### src/rtl/opfwd_pkg.sv
package opfwd_pkg;
  localparam int IDX_W = 5;

  typedef logic [1:0] fwd_sel_t;

  localparam fwd_sel_t SEL_RF  = 2'b00;
  localparam fwd_sel_t SEL_EXM = 2'b10;
  localparam fwd_sel_t SEL_MWB = 2'b01;

  // A producer qualifies only if it writes, targets a real register and matches.
  function automatic logic producer_hits(input logic wr,
                                         input logic [IDX_W-1:0] dst,
                                         input logic [IDX_W-1:0] src);
    return wr && (dst != '0) && (dst == src);
  endfunction

  // Younger stage first.
  function automatic fwd_sel_t pick_sel(input logic hit_exm, input logic hit_mwb);
    if (hit_exm)      return SEL_EXM;
    else if (hit_mwb) return SEL_MWB;
    else              return SEL_RF;
  endfunction
endpackage

### src/rtl/opfwd_pipe_regs.sv
module opfwd_pipe_regs
  import opfwd_pkg::*;
#(
  parameter int DATA_W = 32
) (
  input  logic              clk,
  input  logic              rst_n,
  input  logic [IDX_W-1:0]  id_src_a,
  input  logic [IDX_W-1:0]  id_src_b,
  input  logic [IDX_W-1:0]  id_dst,
  input  logic              id_wr_en,
  input  logic [DATA_W-1:0] id_val_a,
  input  logic [DATA_W-1:0] id_val_b,
  input  logic [DATA_W-1:0] ex_result,
  output logic [IDX_W-1:0]  ex_src_a,
  output logic [IDX_W-1:0]  ex_src_b,
  output logic [DATA_W-1:0] ex_val_a,
  output logic [DATA_W-1:0] ex_val_b,
  output logic [IDX_W-1:0]  exm_dst,
  output logic              exm_wr,
  output logic [DATA_W-1:0] exm_data,
  output logic [IDX_W-1:0]  mwb_dst,
  output logic              mwb_wr,
  output logic [DATA_W-1:0] mwb_data
);
  logic [IDX_W-1:0] ex_dst;
  logic             ex_wr;

  // Decode -> execute: all three indices travel on.
  always_ff @(posedge clk) begin
    if (!rst_n) begin
      ex_src_a <= '0;
      ex_src_b <= '0;
      ex_dst   <= '0;
      ex_wr    <= 1'b0;
      ex_val_a <= '0;
      ex_val_b <= '0;
    end else begin
      ex_src_a <= id_src_a;
      ex_src_b <= id_src_b;
      ex_dst   <= id_dst;
      ex_wr    <= id_wr_en;
      ex_val_a <= id_val_a;
      ex_val_b <= id_val_b;
    end
  end

  // Execute -> memory -> write-back.
  always_ff @(posedge clk) begin
    if (!rst_n) begin
      exm_dst  <= '0;
      exm_wr   <= 1'b0;
      exm_data <= '0;
      mwb_dst  <= '0;
      mwb_wr   <= 1'b0;
      mwb_data <= '0;
    end else begin
      exm_dst  <= ex_dst;
      exm_wr   <= ex_wr;
      exm_data <= ex_result;
      mwb_dst  <= exm_dst;
      mwb_wr   <= exm_wr;
      mwb_data <= exm_data;
    end
  end
endmodule

### src/rtl/opfwd_detect.sv
module opfwd_detect
  import opfwd_pkg::*;
(
  input  logic [IDX_W-1:0] src,
  input  logic [IDX_W-1:0] exm_dst,
  input  logic             exm_wr,
  input  logic [IDX_W-1:0] mwb_dst,
  input  logic             mwb_wr,
  output fwd_sel_t         sel
);
  logic hit_exm;
  logic hit_mwb;

  assign hit_exm = producer_hits(exm_wr, exm_dst, src);
  assign hit_mwb = producer_hits(mwb_wr, mwb_dst, src);
  assign sel     = pick_sel(hit_exm, hit_mwb);
endmodule

### src/rtl/opfwd_mux.sv
module opfwd_mux
  import opfwd_pkg::*;
#(
  parameter int DATA_W = 32
) (
  input  fwd_sel_t          sel,
  input  logic [DATA_W-1:0] rf_val,
  input  logic [DATA_W-1:0] exm_val,
  input  logic [DATA_W-1:0] mwb_val,
  output logic [DATA_W-1:0] out
);
  always_comb begin
    unique case (sel)
      SEL_EXM: out = exm_val;
      SEL_MWB: out = mwb_val;
      default: out = rf_val;
    endcase
  end
endmodule

### src/rtl/opfwd_stage.sv
module opfwd_stage
  import opfwd_pkg::*;
#(
  parameter int DATA_W = 32
) (
  input  logic              clk,
  input  logic              rst_n,
  input  logic [IDX_W-1:0]  id_src_a,
  input  logic [IDX_W-1:0]  id_src_b,
  input  logic [IDX_W-1:0]  id_dst,
  input  logic              id_wr_en,
  input  logic [DATA_W-1:0] id_val_a,
  input  logic [DATA_W-1:0] id_val_b,
  input  logic [DATA_W-1:0] ex_result,
  output logic [1:0]        fwd_sel_a,
  output logic [1:0]        fwd_sel_b,
  output logic [DATA_W-1:0] alu_in_a,
  output logic [DATA_W-1:0] alu_in_b
);
  localparam int N_OPND = 2;

  logic [IDX_W-1:0]  ex_src_a, ex_src_b;
  logic [DATA_W-1:0] ex_val_a, ex_val_b;
  logic [IDX_W-1:0]  exm_dst, mwb_dst;
  logic              exm_wr, mwb_wr;
  logic [DATA_W-1:0] exm_data, mwb_data;

  logic [IDX_W-1:0]  opnd_src [N_OPND];
  logic [DATA_W-1:0] opnd_rf  [N_OPND];
  fwd_sel_t          opnd_sel [N_OPND];
  logic [DATA_W-1:0] opnd_out [N_OPND];

  opfwd_pipe_regs #(.DATA_W(DATA_W)) regs_i (
    .clk(clk), .rst_n(rst_n),
    .id_src_a(id_src_a), .id_src_b(id_src_b), .id_dst(id_dst),
    .id_wr_en(id_wr_en), .id_val_a(id_val_a), .id_val_b(id_val_b),
    .ex_result(ex_result),
    .ex_src_a(ex_src_a), .ex_src_b(ex_src_b),
    .ex_val_a(ex_val_a), .ex_val_b(ex_val_b),
    .exm_dst(exm_dst), .exm_wr(exm_wr), .exm_data(exm_data),
    .mwb_dst(mwb_dst), .mwb_wr(mwb_wr), .mwb_data(mwb_data)
  );

  assign opnd_src[0] = ex_src_a;
  assign opnd_src[1] = ex_src_b;
  assign opnd_rf[0]  = ex_val_a;
  assign opnd_rf[1]  = ex_val_b;

  for (genvar g = 0; g < N_OPND; g++) begin : g_opnd
    opfwd_detect det_i (
      .src(opnd_src[g]),
      .exm_dst(exm_dst), .exm_wr(exm_wr),
      .mwb_dst(mwb_dst), .mwb_wr(mwb_wr),
      .sel(opnd_sel[g])
    );
    opfwd_mux #(.DATA_W(DATA_W)) mux_i (
      .sel(opnd_sel[g]),
      .rf_val(opnd_rf[g]),
      .exm_val(exm_data),
      .mwb_val(mwb_data),
      .out(opnd_out[g])
    );
  end

  assign fwd_sel_a = opnd_sel[0];
  assign fwd_sel_b = opnd_sel[1];
  assign alu_in_a  = opnd_out[0];
  assign alu_in_b  = opnd_out[1];
endmodule

### config.mk
export PLATFORM = sky130hd
export DESIGN_NAME = opfwd_stage
export DESIGN_NICKNAME = d
export VERILOG_FILES = /design/src/rtl/opfwd_pkg.sv /design/src/rtl/opfwd_pipe_regs.sv /design/src/rtl/opfwd_detect.sv /design/src/rtl/opfwd_mux.sv /design/src/rtl/opfwd_stage.sv
export SDC_FILE = /design/constraint.sdc
export NUM_CORES = 1
export LEC_CHECK = 0
export BUFFER_PORTS_ARGS = -buffer_cell sky130_fd_sc_hd__buf_4
export CAP_MARGIN = 20
export CORE_AREA = 2 2 165 167
export DETAILED_ROUTE_END_ITERATION = 7
export DIE_AREA = 0 0 167 169
export SLEW_MARGIN = 20
export SYNTH_ARGS = -nofsm -noshare
export SYNTH_HDL_FRONTEND = slang
export SYNTH_SLANG_ARGS = --single-unit
### constraint.sdc
create_clock -name clk -period 4.2 [get_ports clk]
set_clock_uncertainty 0.2 [all_clocks]
set_input_delay 0.21 -clock clk [delete_from_list [all_inputs] [get_ports clk]]
set_output_delay 0.21 -clock clk [all_outputs]
set_load 0.01 [all_outputs]
==> reports/metrics.csv <==
metric,value,unit
"Top cell by count, worst path",buf_4,
Worst EP arrival,3150,ps
Crit path buffers/inverters,2,
fin. max-slew vios,0,
# Max-Cap Violations,0,
post-synthesis mux area share,0,%
Levels on crit path,6,
Syn Inst Count,722,
Post-Syn Area,6528,um^2
initial antenna violation count,1,
cell count after placement,1173,
area of the die,28220,um^2
Relative slew margins,32.95,%
worst path required time,3790,ps
"Primary FF master, synth",dfxtp_1,
Yosys cell types,28,
P_leak,3.852,nW
Critical Path Fanout Max,83,
initial core utilization,24.63,%
total gr overflow,0,
Root Buffer,clkbuf_16,
Post-synth ARST share,0,%
RSZ-0062 raised after global routing,no,
Total Wirelength,22.60,mm
final non-filler cell total,1319,
first-pass GRT wire length,35.38,mm
setup slack at placement,1082,ps
row cnt,60,
Post-synth top cells,"and2_1 (156), dfxtp_1 (156), nor3_1 (64), a31oi_1 (63), o31ai_1 (63)",
"EDFF count, synth",0,
H-tree Lvls,4,
PwrDens,379.0,nW/um^2
met1 WL,10.20,mm
1st-iter DRT viols,588,
CP Capture Type,primary output,
largest cells by area after synthesis,"dfxtp_1 (48%), and2_1 (15%), o31ai_1 (7.2%)",
"Critical Path, Cell by Cell",nor4_1 -> a21bo_4 -> buf_4 -> o31ai_1 -> a31oi_1 -> buf_4,
adder and majority gate portion of the synthesized area,0,%
drc violations,0,
DPL Wire Length,13.87,mm
remaining antenna violation count,0,
nets,1078,
crit-path leading delay family,compound AO/OA/AOI/OAI gates,
final setup margin,638.7,ps
final hold vios,0,
vias,6348,
flop-to-flop setup slack,3250,ps
Die Y,169,um
largest net degree at the start of global routing,113,
number of global-route vias before repair,6369,
GRT Total Usage,15.81,%
peak per-stage delay on the critical path,890,ps
vias per cell,4.813,
CP Launch Type,flip-flop,
Post-Synth XOR/XNOR Area,2.684,%
Hold Crit Class,flip-flop to flip-flop,
fillcell total,2692,
CTS tree,done,
share of cells above drive strength 1,24.56,%
synthesized flop and latch total,156,
I/O Buffers,181,
Critical Path End,alu_in_a[17],
Synth Area in Simple Gates,28.10,%
Syn Nets,836,
R2R Path Start,regs_i.exm_dst[1]$_SDFF_PN0_,
Final period util,84.79,%
Setup Buffers After CTS,0,
Yosys warning count,0,
DR WL met3,1.469,mm
mean post-synth cell area,9.041,um^2
status,"complete, no violations",
top cell type's share of synthesized area,47.84,%
WL met2,10.62,mm
Setup CP Type,flip-flop to primary output,
min cycle time layout,3561,ps
Setup TNS Final,0,ps
first-pass detailed-route iteration total,5,
Clock Pin Slew Worst Setup and Hold Paths,70,ps
cts bufs inserted,17,
Reg-to-Reg End,regs_i.mwb_dst[1]$_SDFF_PN0_,
Compound-Gate Fraction of Synth Area,14.20,%
Yosys top cell by area,dfxtp_1,
core box area,26500,um^2
Final Power,0.003740,W
max layer used,met4,
Final Core Density,37.24,%
Sink Count,156,
CP startpoint,regs_i.mwb_dst[0]$_SDFF_PN0_,
io pins,182,
area grow syn2layout,51.18,%
Reg2Reg Depth,1,
Worst Tran Pin Value,1006,ps
Max Clk Rate,280.8,MHz
Worst path slowest cell,a21bo_4,
DIE WIDTH,167,um
register area share after synthesis,47.84,%
"Clk Latency, worst-skew pair",420,ps
# setup viols final,0,
GP Congestion,0.8201,
largest family of logic cells by synthesized area,simple AND/OR/NAND/NOR gates,
WL per Instance,17.13,um
CTS Buffer Depth,2,
Worst VDD drop,0.2495,mV
registers in the layout, indices dropped and copies added, names as in the netlist:
signal,cells
regs_i.ex_dst,5
regs_i.ex_src_b,5
regs_i.ex_wr,1
regs_i.mwb_dst,5
regs_i.mwb_wr,1
regs_i.exm_data,32
regs_i.ex_val_b,32
regs_i.exm_dst,5
regs_i.ex_val_a,32
regs_i.exm_wr,1
regs_i.ex_src_a,5
regs_i.mwb_data,32
power breakdown:
part	total, W	switching [W]	internal (W)
Combinational	0.000567	0.000294	0.000274
Sequential	0.00159	0.0000412	0.00155
Clock	0.00158	0.000670	0.000908
Total	0.00374	0.00101	0.00273
placed cells by master (no fill, tap or decap), types with 17 or more instances in the layout:
cell	Yosys	routed
and2_1	156	156
clkbuf_16	0	17
nor3_1	64	63
dlygate4sd3_1	0	112
dfxtp_1	156	156
buf_4	2	190
inv_1	33	33
nand4_1	34	34
or4_1	31	31
o31ai_1	63	63
a31oi_1	63	63
logic make-up after synthesis:
group           Yosys count
simple gates            298
flops                   156
compound gates          132
buf+inv                 116
xor+xnor                 20
final cells by class:
class	count	area, um^2	share of cell area, %
clock inverters	13	153.9	1.560
inverters	35	131.4	1.331
clock buffers	19	442.9	4.488
repair buffers	304	2595	26.30
flip-flops and latches	156	3123	31.65
multi-input cells	450	2993	30.33
diodes	1	2.502	0.02536
well taps	341	426.7	4.324
per-stage QoR:
stage / instance area [um^2] / hold WS, ps
2_1_floorplan: 6528 / 137.3
3_3_place_gp: 8100 / 220.0
3_5_place_dp: 8120 / 220.1
4_1_cts: 9838 / 236.9
5_1_grt: 9868 / 257.2
6_report: 9868 / 235.2
metal layers:
layer | vias up | track usage, %
li1 | 3049 | -
met1 | 2983 | 21.01
met2 | 283 | 25.68
met3 | 33 | 3.297
met4 | 0 | 5.135
met5 | - | 0
repair_timing:
action	in CTS	in global routing
hold buffers	112	0
hold endpoints to repair	112	0
resized for setup	0	0
how the worst min path moves through the flow:
stage               depth (start not counted)                   startpoint                      endpoint
CTS                                         1  regs_i.ex_dst[0]$_SDFF_PN0_  regs_i.exm_dst[0]$_SDFF_PN0_
global placement                            1  regs_i.ex_dst[0]$_SDFF_PN0_  regs_i.exm_dst[0]$_SDFF_PN0_
floorplan                                   1                    id_dst[0]   regs_i.ex_dst[0]$_SDFF_PN0_
detailed placement                          1  regs_i.ex_dst[0]$_SDFF_PN0_  regs_i.exm_dst[0]$_SDFF_PN0_
global route                                1  regs_i.ex_dst[3]$_SDFF_PN0_  regs_i.exm_dst[3]$_SDFF_PN0_
finish                                      1  regs_i.ex_dst[0]$_SDFF_PN0_  regs_i.exm_dst[0]$_SDFF_PN0_
(Power assumes the default switching activity.)
